===== src/rtl/adcfr_pkg.sv =====
package adcfr_pkg;

    localparam logic [15:0] CRC_POLY = 16'h1021;
    localparam logic [15:0] CRC_INIT = 16'hFFFF;

    typedef enum logic [1:0] {
        ST_IDLE,
        ST_SHIFT,
        ST_DONE
    } fr_state_e;

    // One MSB-first step of the CCITT CRC-16
    function automatic logic [15:0] crc16_step(input logic [15:0] c, input logic b);
        logic [15:0] n;
        n = {c[14:0], 1'b0};
        if (c[15] ^ b) begin
            n = n ^ CRC_POLY;
        end
        return n;
    endfunction

endpackage


===== src/rtl/adcfr_crc16.sv =====
module adcfr_crc16
    import adcfr_pkg::*;
(
    input  logic        clk,
    input  logic        rst_n,
    input  logic        clear,
    input  logic        en,
    input  logic        din,
    output logic [15:0] crc
);

    logic [15:0] crc_d, crc_q;

    always_comb begin
        crc_d = crc_q;
        if (clear) begin
            crc_d = CRC_INIT;
        end else if (en) begin
            crc_d = crc16_step(crc_q, din);
        end
    end

    always_ff @(posedge clk or negedge rst_n) begin
        if (!rst_n) begin
            crc_q <= CRC_INIT;
        end else begin
            crc_q <= crc_d;
        end
    end

    assign crc = crc_q;

endmodule


===== src/rtl/adcfr_unpack.sv =====
module adcfr_unpack #(
    parameter int N_CH   = 8,
    parameter int IN_W   = 24,
    parameter int OUT_W  = 32
) (
    input  logic [N_CH*IN_W-1:0]  raw,
    output logic [N_CH*OUT_W-1:0] samples
);

    localparam int EXT_W = OUT_W - IN_W;

    for (genvar k = 0; k < N_CH; k++) begin : g_slot
        logic [IN_W-1:0] word;
        assign word = raw[k*IN_W +: IN_W];
        assign samples[k*OUT_W +: OUT_W] = {{EXT_W{word[IN_W-1]}}, word};
    end

endmodule


===== src/rtl/adc_frame_reader.sv =====
module adc_frame_reader
    import adcfr_pkg::*;
#(
    parameter int N_CH     = 8,
    parameter int WORD_W   = 24,
    parameter int OUT_W    = 32,
    parameter int SCLK_DIV = 4
) (
    input  logic                   clk,
    input  logic                   rst_n,
    input  logic                   drdy_n,
    input  logic [WORD_W-1:0]      cmd_word,
    output logic                   spi_cs_n,
    output logic                   spi_sclk,
    output logic                   spi_mosi,
    input  logic                   spi_miso,
    output logic [N_CH*OUT_W-1:0]  samples,
    output logic                   sample_valid,
    output logic                   crc_error
);

    localparam int N_WORDS = N_CH + 2;
    localparam int WCNT_W  = $clog2(N_WORDS);
    localparam int BCNT_W  = $clog2(WORD_W);
    localparam int PH_W    = (SCLK_DIV > 2) ? $clog2(SCLK_DIV) : 1;
    localparam int RAW_W   = N_CH * WORD_W;
    localparam int CRC_W   = 16;
    localparam logic [PH_W-1:0]   PH_RISE  = '0;
    localparam logic [PH_W-1:0]   PH_FALL  = PH_W'(SCLK_DIV / 2);
    localparam logic [PH_W-1:0]   PH_LAST  = PH_W'(SCLK_DIV - 1);
    localparam logic [BCNT_W-1:0] BIT_LAST = BCNT_W'(WORD_W - 1);
    localparam logic [WCNT_W-1:0] WRD_LAST = WCNT_W'(N_WORDS - 1);
    localparam logic [WCNT_W-1:0] WRD_CRC  = WCNT_W'(N_WORDS - 1);

    typedef struct packed {
        fr_state_e           state;
        logic                drdy_prev;
        logic                cs_n;
        logic                sclk;
        logic                mosi;
        logic [PH_W-1:0]     ph;
        logic [WCNT_W-1:0]   wcnt;
        logic [BCNT_W-1:0]   bcnt;
        logic [WORD_W-1:0]   tx;
        logic [WORD_W-1:0]   rx;
        logic [RAW_W-1:0]    raw;
        logic [RAW_W-1:0]    out_raw;
        logic                valid;
        logic                err;
    } fr_regs_t;

    fr_regs_t r_d, r_q;
    logic              crc_clear;
    logic              crc_en;
    logic [CRC_W-1:0]  crc_calc;
    logic [WORD_W-1:0] rx_next;

    adcfr_crc16 u_crc (
        .clk   (clk),
        .rst_n (rst_n),
        .clear (crc_clear),
        .en    (crc_en),
        .din   (spi_miso),
        .crc   (crc_calc)
    );

    always_comb begin
        r_d           = r_q;
        r_d.valid     = 1'b0;
        r_d.err       = 1'b0;
        r_d.drdy_prev = drdy_n;
        crc_clear     = 1'b0;
        crc_en        = 1'b0;
        rx_next       = {r_q.rx[WORD_W-2:0], spi_miso};

        case (r_q.state)
            ST_IDLE: begin
                if (r_q.drdy_prev && !drdy_n) begin
                    r_d.state = ST_SHIFT;
                    r_d.cs_n  = 1'b0;
                    r_d.ph    = '0;
                    r_d.wcnt  = '0;
                    r_d.bcnt  = '0;
                    r_d.tx    = cmd_word;
                    crc_clear = 1'b1;
                end
            end

            ST_SHIFT: begin
                r_d.ph = (r_q.ph == PH_LAST) ? '0 : r_q.ph + 1'b1;
                if (r_q.ph == PH_RISE) begin
                    r_d.sclk = 1'b1;
                    r_d.mosi = r_q.tx[WORD_W-1];
                    r_d.tx   = {r_q.tx[WORD_W-2:0], 1'b0};
                end
                if (r_q.ph == PH_FALL) begin
                    r_d.sclk = 1'b0;
                    r_d.rx   = rx_next;
                    crc_en   = (r_q.wcnt < WRD_CRC);
                    if (r_q.bcnt == BIT_LAST) begin
                        for (int k = 0; k < N_CH; k++) begin
                            if (r_q.wcnt == WCNT_W'(k + 1)) begin
                                r_d.raw[k*WORD_W +: WORD_W] = rx_next;
                            end
                        end
                    end
                end
                if (r_q.ph == PH_LAST) begin
                    if (r_q.bcnt == BIT_LAST) begin
                        r_d.bcnt = '0;
                        if (r_q.wcnt == WRD_LAST) begin
                            r_d.state = ST_DONE;
                            r_d.cs_n  = 1'b1;
                            r_d.mosi  = 1'b0;
                        end else begin
                            r_d.wcnt = r_q.wcnt + 1'b1;
                        end
                    end else begin
                        r_d.bcnt = r_q.bcnt + 1'b1;
                    end
                end
            end

            ST_DONE: begin
                r_d.state = ST_IDLE;
                if (r_q.rx[WORD_W-1 -: CRC_W] == crc_calc) begin
                    r_d.valid   = 1'b1;
                    r_d.out_raw = r_q.raw;
                end else begin
                    r_d.err = 1'b1;
                end
            end

            default: r_d.state = ST_IDLE;
        endcase
    end

    always_ff @(posedge clk or negedge rst_n) begin
        if (!rst_n) begin
            r_q.state     <= ST_IDLE;
            r_q.drdy_prev <= 1'b1;
            r_q.cs_n      <= 1'b1;
            r_q.sclk      <= 1'b0;
            r_q.mosi      <= 1'b0;
            r_q.ph        <= '0;
            r_q.wcnt      <= '0;
            r_q.bcnt      <= '0;
            r_q.tx        <= '0;
            r_q.rx        <= '0;
            r_q.raw       <= '0;
            r_q.out_raw   <= '0;
            r_q.valid     <= 1'b0;
            r_q.err       <= 1'b0;
        end else begin
            r_q <= r_d;
        end
    end

    adcfr_unpack #(
        .N_CH  (N_CH),
        .IN_W  (WORD_W),
        .OUT_W (OUT_W)
    ) u_unpack (
        .raw     (r_q.out_raw),
        .samples (samples)
    );

    assign spi_cs_n     = r_q.cs_n;
    assign spi_sclk     = r_q.sclk;
    assign spi_mosi     = r_q.mosi;
    assign sample_valid = r_q.valid;
    assign crc_error    = r_q.err;

endmodule


===== config.mk =====
export PLATFORM = sky130hd
export DESIGN_NAME = adc_frame_reader
export DESIGN_NICKNAME = d
export VERILOG_FILES = /design/src/rtl/adcfr_pkg.sv /design/src/rtl/adcfr_crc16.sv /design/src/rtl/adcfr_unpack.sv /design/src/rtl/adc_frame_reader.sv
export SDC_FILE = /design/constraint.sdc
export NUM_CORES = 1
export LEC_CHECK = 0
export BUFFER_PORTS_ARGS = -buffer_cell sky130_fd_sc_hd__buf_4
export CAP_MARGIN = 20
export CORE_MARGIN = 10
export CORE_UTILIZATION = 40
export CTS_CLUSTER_DIAMETER = 120
export DETAILED_ROUTE_END_ITERATION = 7
export GPL_ROUTABILITY_DRIVEN = 0
export SLEW_MARGIN = 10
export SYNTH_ARGS = -nofsm -noshare
export SYNTH_HDL_FRONTEND = slang
export SYNTH_HIERARCHICAL = 1
export SYNTH_SLANG_ARGS = --single-unit
export TNS_END_PERCENT = 50

===== constraint.sdc =====
create_clock -name clk -period 2.25 [get_ports clk]
set_clock_uncertainty 0.2 [all_clocks]
set_input_delay 0.1125 -clock clk [delete_from_list [all_inputs] [get_ports clk]]
set_output_delay 0.1125 -clock clk [all_outputs]
set_load 0.01 [all_outputs]

==> Implementation_results.wiki <==
{| class="wikitable"
! Metric !! Value
|-
| Residual DRC || 0
|-
| Most common cell on crit path || sky130_fd_sc_hd__buf_6
|-
| Share of flip-flops with an asynchronous set or reset || 100%
|-
| Total via count in the routed design || 10900
|-
| Switching Share || 26.5%
|-
| Top flip-flop cell by instance count after synthesis || sky130_fd_sc_hd__dfrtp_1
|-
| Summed area of non-filler cells in the final layout || 24300 µm²
|-
| Fraction of layout cells with a size suffix above 1 || 56.9%
|-
| Clock buffers created by TritonCTS || 50
|-
| Pre-CTS setup slack || -0.140 ns
|-
| IO Count || 289
|-
| Netlist Area Pre-Place || 20100 µm²
|-
| Worst setup path category || reg -> reg
|-
| Tcrit/Tclk final || 106%
|-
| Max Cap Viol || 0
|-
| Number of DRC markers in iteration 0 || 379
|-
| Design internal power || 15300 µW
|-
| Area Overhead vs Synth || 20.7%
|-
| Total gr overflow || 0
|-
| Top achievable clock speed || 419 MHz
|-
| Launching instance or port of the critical path || u_crc/crc[4]$_DFFE_PN1P_
|-
| Cells along the critical path || xnor2_1 -> nand4_1 -> nor4_2 -> nand3b_1 -> buf_6 -> buf_6 -> clkbuf_16 -> mux2_2
|-
| Routed wire length per instance || 20.5 µm
|-
| Post-CTS clock slew at the launch and capture registers of the worst setup and hold paths || 0.06 ns
|-
| Relative contribution of the clock network to total power || 40.1%
|-
| Initial Utilization || 40.2%
|-
| Count of standard-cell rows || 82
|-
| Launch instance of the worst register-to-register path || u_crc/crc[4]$_DFFE_PN1P_
|-
| Violated checks || negative setup slack
|-
| Reg-to-reg setup timing slack || -0.14 ns
|-
| Number of enable flip-flop cells after synthesis || 0
|-
| Number of instances in the synthesized netlist || 1422
|-
| Post-synth net total || 1458
|-
| Final hold violation count || 0
|-
| Worst voltage drop across the vdd grid || 489 µV
|-
| Floorplan die area || 59600 µm²
|-
| Highest net fanout along the worst path || 12
|-
| Final wirelength || 46500 µm
|-
| Largest stage delay on the critical path || 0.54 ns
|-
| Maximum number of pins on one net before global-route repair || 65
|-
| Flop pwr share || 46.1%
|-
| TritonCTS clock tree || built
|-
| Final setup vio count || 202
|-
| Crit. End Element || register
|-
| First-pass GRT wire length || 70400 µm
|-
| Time the worst path needs with I/O delays and setup || 2.39 ns
|-
| Vias in the first global route || 11500
|-
| Total Nets Final || 1591
|-
| Transition time at the pin with the least slew margin || 0.561 ns
|-
| Initial antenna violation count || 0
|-
| Per-instance average area after synthesis || 14.1 µm²
|-
| H-tree depth reported by CTS || 2
|-
| Critical Path Start Type || register
|-
| Data arrival time of the worst path || 2.64 ns
|-
| Horizontal die dimension || 244 µm
|-
| Net switching power figure || 5510 µW
|-
| Most common cell after layout, fill and taps aside || sky130_fd_sc_hd__dfrtp_1
|-
| Max stage delay cell, worst path || sky130_fd_sc_hd__dfstp_2
|-
| Leak pwr || 0.0129 µW
|-
| Setup slack of the critical path after layout || -0.135 ns
|-
| HP Start || cmd_word[0]
|-
| Count of state elements after synthesis || 467
|-
| Combined global-route utilization of all metal layers || 14.9%
|-
| Area after detailed placement || 21800 µm²
|-
| Unrepaired setup endpoints after global routing || true
|-
| Fraction of the yosys area taken by sequential cells || 58.2%
|-
| Antenna viol nets, final || 0
|-
| Number of cells on the worst reg-to-reg path || 8
|-
| Data required time of the worst path || 2.51 ns
|-
| Port buffer count || 288
|-
| HPWL reported at the end of detailed placement || 30300 µm
|-
| Total power density per cell area || 858 nW/µm²
|-
| Count of TritonRoute iterations in the first routing pass || 4
|-
| Part of the power in combinational logic || 13.9%
|-
| Drt via density || 4.79
|-
| Type of the most critical hold path || in -> reg
|-
| Area of the core || 50000 µm²
|-
| Number of warnings reported in the yosys synthesis log || 6
|-
| Commonest non-fill, non-tap cells in the layout || sky130_fd_sc_hd__dfrtp_1, sky130_fd_sc_hd__mux2_2, sky130_fd_sc_hd__buf_4, sky130_fd_sc_hd__clkbuf_16, sky130_fd_sc_hd__nand2_1
|-
| Vertical die dimension || 244 µm
|-
| Worst Hold Depth || 3
|-
| Total power consumption of the routed design || 20800 µW
|-
| Status || complete, but fails checks
|-
| Clock tree root buffer cell || sky130_fd_sc_hd__clkbuf_16
|-
| Number of different library cells in the post-synthesis netlist || 44
|-
| Clock Path Buffers || 3
|-
| Clock latency on the worst-skew pair || 0.59 ns
|-
| Number of clock sinks || 467
|-
| Total count of max-transition violations in the final report || 0
|-
| Antenna diodes || 0
|-
| Worst slew margin relative to its limit || 62.5%
|}
[repair_timing]
action	4_1_cts	5_1_grt
buffers inserted	0	7
gates cloned	0	10
pin swaps	1	6
hold buffers	30	0
endpoints found under the hold margin	493	0
resized for setup	1	52
setup endpoints to repair	214	361
[cells by family after synthesis]
kind of cell               after synthesis  synth area share [%]
DFF                                    467                  58.2
buffers and inverters                  342                  11.7
xor gates and xnor gates                19                 0.977
muxes                                  431                  24.0
and+or+nand+nor                         92                  2.56
AOI/OAI and AO/OA                       63                  2.06
adders and majority gates                8                 0.498
[power by group through the flow]
stage / clock (µW) / combinational [µW] / sequential [µW]
2_1_floorplan: 0 / 1750 / 9410
3_3_place_gp: 0 / 2740 / 9710
3_5_place_dp: 0 / 2790 / 9730
4_1_cts: 8620 / 2860 / 9590
5_1_grt: 8970 / 3190 / 9680
6_report: 8340 / 2890 / 9590
[per-layer routing]
layer  GRT usage [%]  up-vias  wire (µm)
li1                -     4884          -
met1            19.1     5687      20200
met2            24.8      230      22800
met3            3.82       64       2590
met4            4.07        0        832
met5               0        -          0
[final cells by class]
cell class	instances	area, µm²
well taps	672	841
clock inverters	18	225
clock buffers	74	1450
repair buffers	416	3740
inverters	7	26.3
fillers	4286	25700
flip-flops and latches	467	11700
multi-input cells	613	6260
[worst max-delay path, delay by kind of cell, from the launching register on]
| family | cells | cell delay [ns] |
|---|---|---|
| AND/OR/NAND/NOR | 3 | 0.61 |
| multiplexers | 1 | 0.27 |
| buffers and inverters | 3 | 0.50 |
| flip-flops | 1 | 0.54 |
| XOR/XNOR | 1 | 0.12 |
[synth_stat cells, types with 3 or more instances]
cell type                  number  area [µm²]
sky130_fd_sc_hd__mux2_2       393        4430
sky130_fd_sc_hd__dfrtp_1      449       11200
sky130_fd_sc_hd__nand2b_1       3        18.8
sky130_fd_sc_hd__buf_2         34         170
sky130_fd_sc_hd__o21ai_0       30         150
sky130_fd_sc_hd__xnor2_1       16         140
sky130_fd_sc_hd__buf_4        259        1940
sky130_fd_sc_hd__mux2_1        15         169
sky130_fd_sc_hd__inv_1          7        26.3
sky130_fd_sc_hd__mux2i_1       23         230
sky130_fd_sc_hd__nor2b_1       18         113
sky130_fd_sc_hd__nand2_2        3        18.8
sky130_fd_sc_hd__clkbuf_1      25        93.8
sky130_fd_sc_hd__buf_1         11        41.3
sky130_fd_sc_hd__nand3_1        6        30.0
sky130_fd_sc_hd__a21oi_1        4        20.0
sky130_fd_sc_hd__dfstp_2       18         473
sky130_fd_sc_hd__o31ai_1        3        22.5
sky130_fd_sc_hd__ha_1           8         100
sky130_fd_sc_hd__a211o_1       17         149
sky130_fd_sc_hd__nand4_1        5        31.3
sky130_fd_sc_hd__nand2_1       39         146
sky130_fd_sc_hd__buf_6          6        67.6
sky130_fd_sc_hd__nor3b_1        3        22.5
[per-stage QoR]
step	utilization (%)	TNS, ns	std cells	hold slack [ns]
floorplan	-	0	1422	-0.383
global placement	43.5	-6.37	2128	-0.103
detailed placement	43.5	-20.47	2128	-0.0999
CTS	47.5	-20.60	2250	0.0930
global route	48.6	-38.47	2267	0.105
finish	48.6	-20.48	2267	0.128
[sequential cells by signal (all words and copies together), names as in the netlist]
register / count
sample_valid: 1
u_crc/crc: 16
spi_mosi: 1
crc_error: 1
r_q: 446
spi_cs_n: 1
spi_sclk: 1
[worst paths after layout]
check,endpoint
min in group asynchronous,u_crc/crc[15]$_DFFE_PN1P_
min,r_q[410]$_DFFE_PN0P_
max in group asynchronous,r_q[51]$_DFFE_PN0P_
max,r_q[176]$_DFFE_PN0P_
max reg2reg,r_q[176]$_DFFE_PN0P_
min reg2reg,r_q[438]$_DFFE_PN0P_
Power figures use the tool's default switching activity.
